$ cat src/rtl/pvtm_pkg.sv
// Shared register offsets, control bit positions and field widths for the
// ring-oscillator frequency monitor. Assumes an 8-bit byte-offset register bus.
package pvtm_pkg;
    localparam logic [7:0] OFS_CTRL   = 8'h04;
    localparam logic [7:0] OFS_WIN    = 8'h08;
    localparam logic [7:0] OFS_STAT   = 8'h80;
    localparam logic [7:0] OFS_RESULT = 8'h84;

    localparam int CTL_W      = 16;   // writable half of the control word
    localparam int MASK_LO    = 16;   // first write-mask bit
    localparam int BIT_START  = 0;
    localparam int BIT_ENABLE = 1;
    localparam int SEL_LO     = 2;
    localparam int SEL_W      = 3;
endpackage

$ cat src/rtl/pvtm_ctrl_regs.sv
// Control word with per-bit write masking, and the window-length register.
// Assumes a single-cycle write strobe; reads are handled by the top level.
module pvtm_ctrl_regs
    import pvtm_pkg::*;
#(
    parameter int WIN_W = 32
) (
    input  logic                 clk,
    input  logic                 rst_n,
    input  logic                 bus_wr,
    input  logic [7:0]           bus_addr,
    input  logic [31:0]          bus_wdata,
    output logic [CTL_W-1:0]     ctl_word,
    output logic [WIN_W-1:0]     win_len
);
    logic             wr_ctl;
    logic             wr_win;
    logic [CTL_W-1:0] ctl_mask;
    logic [CTL_W-1:0] ctl_next;

    // Decode the target register and merge masked bits into the control word.
    always_comb begin
        wr_ctl   = bus_wr && (bus_addr == OFS_CTRL);
        wr_win   = bus_wr && (bus_addr == OFS_WIN);
        ctl_mask = bus_wdata[MASK_LO +: CTL_W];
        ctl_next = (ctl_word & ~ctl_mask) | (bus_wdata[CTL_W-1:0] & ctl_mask);
    end

    // Hold the control word; only masked bits follow a write.
    always_ff @(posedge clk) begin
        if (!rst_n)      ctl_word <= '0;
        else if (wr_ctl) ctl_word <= ctl_next;
    end

    // Hold the window length in reference cycles.
    always_ff @(posedge clk) begin
        if (!rst_n)      win_len <= '0;
        else if (wr_win) win_len <= bus_wdata[WIN_W-1:0];
    end

    // an unmasked start bit survives a control write.
    p_masked_hold_r2: assert property (@(posedge clk) disable iff (!rst_n)
        (wr_ctl && !bus_wdata[MASK_LO + BIT_START]) |=>
            (ctl_word[BIT_START] == $past(ctl_word[BIT_START])));

    // a window write is visible on the next cycle.
    p_window_load_r3: assert property (@(posedge clk) disable iff (!rst_n)
        wr_win |=> (win_len == $past(bus_wdata[WIN_W-1:0])));
endmodule

$ cat src/rtl/pvtm_ring_sync.sv
// Brings every oscillator into the clk domain through a synchroniser chain,
// selects one and emits a one-cycle pulse per rising edge. Assumes each
// oscillator phase lasts at least one clk period. An index beyond the last
// ring selects nothing; a single-ring build ignores the index.
module pvtm_ring_sync
    import pvtm_pkg::*;
#(
    parameter int NUM_RINGS   = 4,
    parameter int SYNC_STAGES = 2
) (
    input  logic                 clk,
    input  logic                 rst_n,
    input  logic [NUM_RINGS-1:0] ring_osc,
    input  logic [SEL_W-1:0]     ring_sel,
    output logic                 edge_pulse
);
    logic [NUM_RINGS-1:0] stage [SYNC_STAGES];
    logic [NUM_RINGS-1:0] synced;
    logic                 chosen;
    logic                 chosen_q;

    // Shift every oscillator through the synchroniser stages.
    always_ff @(posedge clk) begin
        if (!rst_n) begin
            for (int s = 0; s < SYNC_STAGES; s++) stage[s] <= '0;
        end else begin
            stage[0] <= ring_osc;
            for (int s = 1; s < SYNC_STAGES; s++) stage[s] <= stage[s-1];
        end
    end

    assign synced = stage[SYNC_STAGES-1];

    generate
        if (NUM_RINGS == 1) begin : g_single
            // Only one oscillator exists: the index has no effect.
            always_comb chosen = synced[0];
        end else begin : g_multi
            // Pick the indexed oscillator; unmatched indexes give 0.
            always_comb begin
                chosen = 1'b0;
                for (int i = 0; i < NUM_RINGS; i++)
                    if (ring_sel == SEL_W'(i)) chosen = synced[i];
            end
        end
    endgenerate

    // Remember the previous selected level for edge detection.
    always_ff @(posedge clk) begin
        if (!rst_n) chosen_q <= 1'b0;
        else        chosen_q <= chosen;
    end

    assign edge_pulse = chosen & ~chosen_q;

    // an edge pulse never lasts two cycles.
    p_single_pulse_r6: assert property (@(posedge clk) disable iff (!rst_n)
        edge_pulse |=> !edge_pulse);
endmodule

$ cat src/rtl/pvtm_window_ctr.sv
// Window timer and saturating edge counter. Launches on a rising start while
// enable is high, counts edge pulses until the timer runs out, then latches
// the count and raises done. Dropping start or enable stops it.
module pvtm_window_ctr #(
    parameter int WIN_W = 32,
    parameter int CNT_W = 32
) (
    input  logic             clk,
    input  logic             rst_n,
    input  logic             start,
    input  logic             enable,
    input  logic [WIN_W-1:0] win_len,
    input  logic             edge_pulse,
    output logic             done,
    output logic [CNT_W-1:0] result
);
    localparam logic [CNT_W-1:0] CNT_MAX = '1;

    logic             start_q;
    logic             launch;
    logic             go;
    logic             active_q;
    logic             expire;
    logic [WIN_W-1:0] timer_q;
    logic [CNT_W-1:0] cnt_q;

    // Remember start to find its rising edge.
    always_ff @(posedge clk) begin
        if (!rst_n) start_q <= 1'b0;
        else        start_q <= start;
    end

    // Derive launch, run and expiry conditions.
    always_comb begin
        go     = start & enable;
        launch = start & ~start_q & enable;
        expire = active_q & go & (timer_q == '0);
    end

    // Sequence the measurement: launch, count down, expire or abort.
    always_ff @(posedge clk) begin
        if (!rst_n) begin
            active_q <= 1'b0;
            timer_q  <= '0;
            done     <= 1'b0;
        end else if (launch) begin
            active_q <= 1'b1;
            timer_q  <= win_len;
            done     <= 1'b0;
        end else if (!go) begin
            active_q <= 1'b0;
            done     <= 1'b0;
        end else if (expire) begin
            active_q <= 1'b0;
            done     <= 1'b1;
        end else if (active_q) begin
            timer_q  <= timer_q - 1'b1;
        end
    end

    // Count edges during the window, holding at all-ones.
    always_ff @(posedge clk) begin
        if (!rst_n || launch)
            cnt_q <= '0;
        else if (active_q && go && !expire && edge_pulse && cnt_q != CNT_MAX)
            cnt_q <= cnt_q + 1'b1;
    end

    // Latch the count at expiry; clear it when a new launch begins.
    always_ff @(posedge clk) begin
        if (!rst_n || launch) result <= '0;
        else if (expire)      result <= cnt_q;
    end

    // a launch always leaves done low.
    p_launch_clears_done_r4: assert property (@(posedge clk) disable iff (!rst_n)
        launch |=> !done);

    // done only rises out of an active window.
    p_done_from_window_r4: assert property (@(posedge clk) disable iff (!rst_n)
        $rose(done) |-> $past(active_q));

    // losing start or enable drops done.
    p_abort_clears_done_r9: assert property (@(posedge clk) disable iff (!rst_n)
        !go |=> !done);

    // a full counter stays full.
    p_no_overflow_r8: assert property (@(posedge clk) disable iff (!rst_n)
        (active_q && go && !launch && cnt_q == CNT_MAX) |=> (cnt_q == CNT_MAX));

    // the result moves only on launch or expiry.
    p_result_hold_r11: assert property (@(posedge clk) disable iff (!rst_n)
        (!launch && !expire) |=> $stable(result));
endmodule

$ cat src/rtl/pvtm_freq_mon.sv
// Top level of the ring-oscillator frequency monitor: registers, oscillator
// synchronisation, window counting and the read mux. Assumes CNT_W and
// WIN_W do not exceed 32 and that clk is the reference clock.
module pvtm_freq_mon
    import pvtm_pkg::*;
#(
    parameter int NUM_RINGS   = 4,
    parameter int WIN_W       = 32,
    parameter int CNT_W       = 32,
    parameter int SYNC_STAGES = 2
) (
    input  logic                 clk,
    input  logic                 rst_n,
    input  logic                 bus_wr,
    input  logic [7:0]           bus_addr,
    input  logic [31:0]          bus_wdata,
    output logic [31:0]          bus_rdata,
    input  logic [NUM_RINGS-1:0] ring_osc
);
    logic [CTL_W-1:0] ctl_word;
    logic [WIN_W-1:0] win_len;
    logic             edge_pulse;
    logic             done;
    logic [CNT_W-1:0] result;

    pvtm_ctrl_regs #(.WIN_W(WIN_W)) u_regs (
        .clk       (clk),
        .rst_n     (rst_n),
        .bus_wr    (bus_wr),
        .bus_addr  (bus_addr),
        .bus_wdata (bus_wdata),
        .ctl_word  (ctl_word),
        .win_len   (win_len)
    );

    pvtm_ring_sync #(.NUM_RINGS(NUM_RINGS), .SYNC_STAGES(SYNC_STAGES)) u_sync (
        .clk        (clk),
        .rst_n      (rst_n),
        .ring_osc   (ring_osc),
        .ring_sel   (ctl_word[SEL_LO +: SEL_W]),
        .edge_pulse (edge_pulse)
    );

    pvtm_window_ctr #(.WIN_W(WIN_W), .CNT_W(CNT_W)) u_win (
        .clk        (clk),
        .rst_n      (rst_n),
        .start      (ctl_word[BIT_START]),
        .enable     (ctl_word[BIT_ENABLE]),
        .win_len    (win_len),
        .edge_pulse (edge_pulse),
        .done       (done),
        .result     (result)
    );

    // Return the register addressed by bus_addr; unknown offsets read 0.
    always_comb begin
        case (bus_addr)
            OFS_CTRL:   bus_rdata = 32'(ctl_word);
            OFS_WIN:    bus_rdata = 32'(win_len);
            OFS_STAT:   bus_rdata = {31'b0, done};
            OFS_RESULT: bus_rdata = 32'(result);
            default:    bus_rdata = '0;
        endcase
    end
endmodule

$ cat config.mk
export PLATFORM = sky130hd
export DESIGN_NAME = pvtm_freq_mon
export DESIGN_NICKNAME = d
export VERILOG_FILES = /design/src/rtl/pvtm_pkg.sv /design/src/rtl/pvtm_ctrl_regs.sv /design/src/rtl/pvtm_ring_sync.sv /design/src/rtl/pvtm_window_ctr.sv /design/src/rtl/pvtm_freq_mon.sv
export SDC_FILE = /design/constraint.sdc
export NUM_CORES = 1
export LEC_CHECK = 0
export ABC_AREA = 1
export BUFFER_PORTS_ARGS = -buffer_cell sky130_fd_sc_hd__buf_2
export CORE_MARGIN = 4
export CORE_UTILIZATION = 54
export DETAILED_ROUTE_END_ITERATION = 12
export GPL_TIMING_DRIVEN = 0
export PLACE_DENSITY = 0.85
export SYNTH_ARGS = -nofsm -noshare
export SYNTH_HDL_FRONTEND = slang
export SYNTH_SLANG_ARGS = --single-unit
export TNS_END_PERCENT = 1
$ cat constraint.sdc
create_clock -name clk -period 1.78 [get_ports clk]
set_clock_uncertainty 0.05 [all_clocks]
set_input_delay 0.089 -clock clk [delete_from_list [all_inputs] [get_ports clk]]
set_output_delay 0.089 -clock clk [all_outputs]
set_load 0.01 [all_outputs]
---- After elaboration in Yosys (flattened, before gate mapping) ----
Memories as Yosys holds them, arrays and structs flattened.
Cells that the tools add are included.
storage, ports and cells
  flip-flop bits (word level) ............. 148
  bits in writable memories ............... 8
  input port bits ......................... 47
  output and inout port bits .............. 32
  word-level logic and storage cells ...... 69
  memories ................................ 1
memories
  memory        words  width  read ports  clocked after Yosys merged registers in  wr ports  line                  source
  u_sync.stage  2      4      2           0                                        2         pvtm_ring_sync.sv:17  logic [NUM_RINGS-1:0] stage [SYNC_STAGES];
cells by class
  add/sub/neg operators ................... 2
  equality and inequality tests ........... 10
  muxes and demuxes ....................... 16
  bitwise gates (word level) .............. 16
  reductions and logical operators ........ 15
operators by type and width
  kind                     number
  $mux W32                 4
  $pmux W32 S4             1
  $add A32 B1 Y32 const B  1
  $and A16 B16 Y16         2
  $logic_not A32 Y1        1
  $ne A32 B32 Y1 const B   1
  $sub A32 B1 Y32 const B  1
  $eq A8 B8 Y1 const B     2
  $not A16 Y16             1
  $or A16 B16 Y16          1
  $mux W1                  9
  $eq A8 B3 Y1 const B     1
  $eq A8 B4 Y1 const B     1
  $mux W4                  2
  $and A1 B1 Y1            6
  $eq A3 B2 Y1 const B     2
  $logic_and A1 B1 Y1      6
  $not A1 Y1               4
  $reduce_bool A2 Y1       2
  $eq A3 B1 Y1 const B     1
  $logic_not A3 Y1         1
  $ne A3 B2 Y1 const B     1
  $reduce_and A3 Y1        1
  $reduce_or A3 Y1         1
  4 further kinds          6

---- Depth between registers and ports, before layout ----
  depth after elaboration ................. 8
  mapped depth ............................ 13
  depth with buffers taken out ............ 13

---- Modules after synthesis ----
From an unflattened synthesis, not the netlist that was laid out.
second synthesis, totals
  cells, all modules ...................... 1359
  area, all modules ....................... 8588.2 µm²
modules (own cells, without submodules)
  module           instances  cells each  area an instance (µm²)  seq. area each (µm²)
  pvtm_window_ctr  1          899         5576.6                  1981.9
  pvtm_ctrl_regs   1          271         2009.4                  960.9
  pvtm_freq_mon    1          150         694.4                   0.0
  pvtm_ring_sync   1          39          307.8                   180.2

---- Least setup slack after synthesis ----
No wires, ideal clock.
  kind .................................... reg-to-reg
  from .................................... register u_win.cnt_q[0]
  to ...................................... register u_win.cnt_q[10]
  library setup time ...................... 0.132 ns
  arrival ................................. 1.637 ns
  data required time ...................... 1.598 ns
  path slack .............................. -0.039 ns
  stages on the path, launching flop included .. 10
  clock period less this slack ............ 1.819 ns
  path through ............................ dfxtp_1 > ha_1 > inv_1 > nor2_4 > nand2_1 > nor2_1 > nand3_2 > clkbuf_1 > nand4_1 > a21oi_1
between the ends
  word-level cells in the longest chain between the ends .. 2
  elaborated cells on any way between the ends .. 3
ends and longest elaborated chain
  item                                                                     line                   source
  start: declaration                                                       pvtm_window_ctr.sv:25  logic [CNT_W-1:0] cnt_q;
  start signal: assignment                                                 pvtm_window_ctr.sv:66  cnt_q <= cnt_q + 1'b1;
  parallel branches: the longest is 2 deep, another holds $add A32 B1 Y32  --
Several ways; the timed one is not identified.
A chain may end at the register's enable or synchronous reset.

---- Worst setup path after layout ----
  from .................................... input port bus_addr[1]
  to ...................................... output port bus_rdata[14]
between the ends
  word-level cells in the longest chain between the ends .. 2
  elaborated cells on any way between the ends .. 5
ends and longest elaborated chain
  item                                        line                 source
  start: declaration                          pvtm_freq_mon.sv:15  input logic [7:0] bus_addr,
  $eq A8 B8 Y1, or another cell as far along  pvtm_freq_mon.sv:57  case (bus_addr)
  $pmux W32 S4 (*)                            pvtm_freq_mon.sv:57
  end: declaration                            pvtm_freq_mon.sv:17  output logic [31:0] bus_rdata,
Every way passes the cells marked *; elsewhere a longest branch is shown, timed or not.

==> run summary <==
Top delay family on crit path: simple AND/OR/NAND/NOR gates
Final critical-path setup slack: -0.04680 ns
Hold Crit Depth: 3
Num CTS Buffers: 17
Kind of critical path: input pin to output pin
Critical Path Start Type: input pin
# DRC: 0
Commonest non-fill, non-tap cell in the layout: nand2_1
N_diodes: 0
Antenna violations before repair: 0
Vias per inst: 5.784
Synth Instances: 1317
Die area: 17490 sq um
First DRT Iteration DRCs: 1353
Post-synth cell types: 39
Hold worst-path end: u_win.active_q$_SDFFE_PN0P_
DRT Pass-1 Iters: 7
# fillers: 1217
Peak Freq: 0.5474 GHz
CTS root buffer: clkbuf_16
Slew @ Worst Pin: 0.5337 ns
Hold Vio Cnt, Final: 0
Final slew viol count: 0
Antenna viol nets, final: 0
Slew headroom: 64.42%
Worst EP arrival: 1.69 ns
Avg Cell Area, Syn: 6.330 sq um
R2R depth: 10
Final Core Density: 69.29%
Cell Rows: 45
CP max-delay cell: or2_2
Clk buf depth: 2
Register area: 3168 sq um
R2R Setup Slk: -0.02 ns
Worst reg2reg endpoint: u_win.cnt_q[19]$_SDFFE_PP0P_
Synthesis Warnings: 0
CP Buf/Inv Count: 3
Wire length per cell: 17.84 um
Via count: 9630
Multi-input combinational cell area: 4743 sq um
Start point of the worst hold path: rst_n
Gr usage total: 33.01%
Core area: 15150 sq um
Die H: 132.3 um
Worst-path cell chain: buf_2 -> or2_2 -> nor3_2 -> nand2_2 -> clkbuf_4 -> o211ai_1 -> buf_2
Critical Path RT: 1.64 ns
Final Hold Slack: 0.05411 ns
Seq cells post-synth: 156
PortBufs: 78
Final nets: 1513
Chip width: 132.3 um
Detail Placement HPWL: 20310 um
Setup crit end kind: output pin
P_leak: 4.604 nW
Final GP Congestion: 1.017
Crit path time final: 1.827 ns
Largest net degree at the start of global routing: 17
Clk Latency, worst-skew pair: 0.45 ns
H-Tree Depth: 4
Clock sinks: 156
Post-synthesis sequential area ratio: 37.46%
Worst-path clk slew: 0.07 ns
Mapped cell area: 8337 sq um
First-pass GRT wire length: 46190 um
Endpoints failing setup: 19
R2r startpoint: u_win.cnt_q[0]$_SDFFE_PP0P_
CP peak stage delay: 0.33 ns
WL final: 29700 um
Post-synth EDFFs: 0
CTS tree: done
Hold WC Path Type: input pin to flip-flop
Congestion Overflow GR: 0
Vias in the first global route: 9087
Failing checks: setup timing
Mapped Nets: 1366
IO Count: 79
Pwr per Cell Area: 754.9 nW/um^2
Starting Density: 55.04%
Commonest non-fill, non-tap cells in the layout: 377 x nand2_1, 184 x nor2_1, 126 x dfxtp_1
Share of cells above drive strength 1: 18.35%
MaxCap Viol Count: 0
Max VDD drop: 0.7467 mV
Status: complete, but fails checks
Crit-path most repeated cell: buf_2
Final worst-path cycle share: 102.6%
RSZ-0062 raised after global routing: true
Ys async rst share: 0%
Area grow syn2layout: 25.89%
Ys flop type: dfxtp_1
Largest fanout of any net on the critical path: 10
[stage by stage]
step	TNS, ns	instances	total power [mW]	area, sq um	setup slack (ns)
global placement	-32.13	1583	3.771	8970	-0.4316
floorplan	0	1317	3.663	8344	0.009214
finish	-0.1481	1665	7.923	10500	-0.04680
detailed placement	-35.10	1583	3.773	8970	-0.4770
CTS	-0.3026	1658	7.881	10260	-0.04328
global route	-5.199	1665	8.061	10500	-0.1148
[logic make-up (layout without fill, tap and decap cells)]
| logic type | Yosys count | in the layout | share of synthesized area, % |
|---|---|---|---|
| AOI/OAI and AO/OA | 247 | 247 | 16.19 |
| xor gates and xnor gates | 14 | 14 | 1.471 |
| adders and majority gates | 2 | 2 | 0.3001 |
| buffers and inverters | 177 | 337 | 8.780 |
| DFF | 156 | 156 | 37.46 |
| and+or+nand+nor | 721 | 721 | 35.79 |
[synth_stat cells, types with 2 or more instances]
cell type	instances	area (sq um)
a21oi_1	104	520.5
a22o_1	15	131.4
buf_2	8	40.04
buf_4	6	45.04
buf_6	4	45.04
clkbuf_1	34	127.6
dfxtp_1	156	3123
ha_1	2	25.02
inv_1	119	446.7
inv_2	4	15.01
nand2_1	384	1441
nand2_2	4	25.02
nand2_4	2	22.52
nand3_1	69	345.3
nand3_2	2	20.02
nand3b_1	2	15.01
nand4_1	20	125.1
nor2_1	217	814.5
nor2_2	5	31.28
nor2_4	6	67.56
nor3_1	4	20.02
o211ai_1	9	67.56
o21ai_0	106	530.5
o21ai_1	3	15.01
o221ai_1	6	52.55
xnor2_1	3	26.28
xor2_1	11	96.34
[area by class of cell]
class                   instances  share of cell area (%)
multi-input cells             984                   45.20
well taps                     188                   2.241
plain buffers                  53                   3.302
repair buffers                128                   8.190
flip-flops and latches        156                   30.19
inverters                     124                   4.602
clock inverters                15                   2.229
clock buffers                  17                   4.053
[per-layer routing]
layer  track usage [%]  share of wire (%)  vias up
met5                 0                  0        -
met1             37.71                 37     4315
met4             22.58                7.4        0
met2             55.99                 48      616
li1                  -                  -     4534
met3             6.183                7.4      165
[worst max-delay path by stage]
stage	startpoint	endpoint	slack [ns]	cells past startpoint
4_1_cts	u_win.timer_q[11]$_SDFFE_PN0P_	u_win.result[6]$_SDFFE_PP0P_	-0.04	11
3_5_place_dp	u_win.cnt_q[0]$_SDFFE_PP0P_	u_win.cnt_q[23]$_SDFFE_PP0P_	-0.48	9
5_1_grt	u_win.timer_q[15]$_SDFFE_PN0P_	u_win.result[26]$_SDFFE_PP0P_	-0.11	11
2_1_floorplan	u_win.cnt_q[0]$_SDFFE_PP0P_	u_win.cnt_q[0]$_SDFFE_PP0P_	0.009	10
3_3_place_gp	u_win.cnt_q[0]$_SDFFE_PP0P_	u_win.cnt_q[25]$_SDFFE_PP0P_	-0.43	9
6_report	bus_addr[1]	bus_rdata[14]	-0.05	7
[power breakdown]
part / internal [mW] / leakage (nW) / switching (mW)
Combinational: 0.118 / 3.01 / 0.160
Sequential: 3.50 / 1.27 / 0.00444
Clock: 2.52 / 0.317 / 1.63
[tightest hold or removal path, stage by stage]
cell	delay (ns)
buf_2	0.15
inv_1	0.18
nor2_1	0.09
[what timing repair did]
action,CTS,global route
buffers inserted,7,7
pin swaps,10,12
endpoints found under the setup margin,128,126
hold buffers,36,0
gates resized for setup,80,79
endpoints found under the hold margin,52,0
No activity file was read; power rests on OpenSTA's default activity.
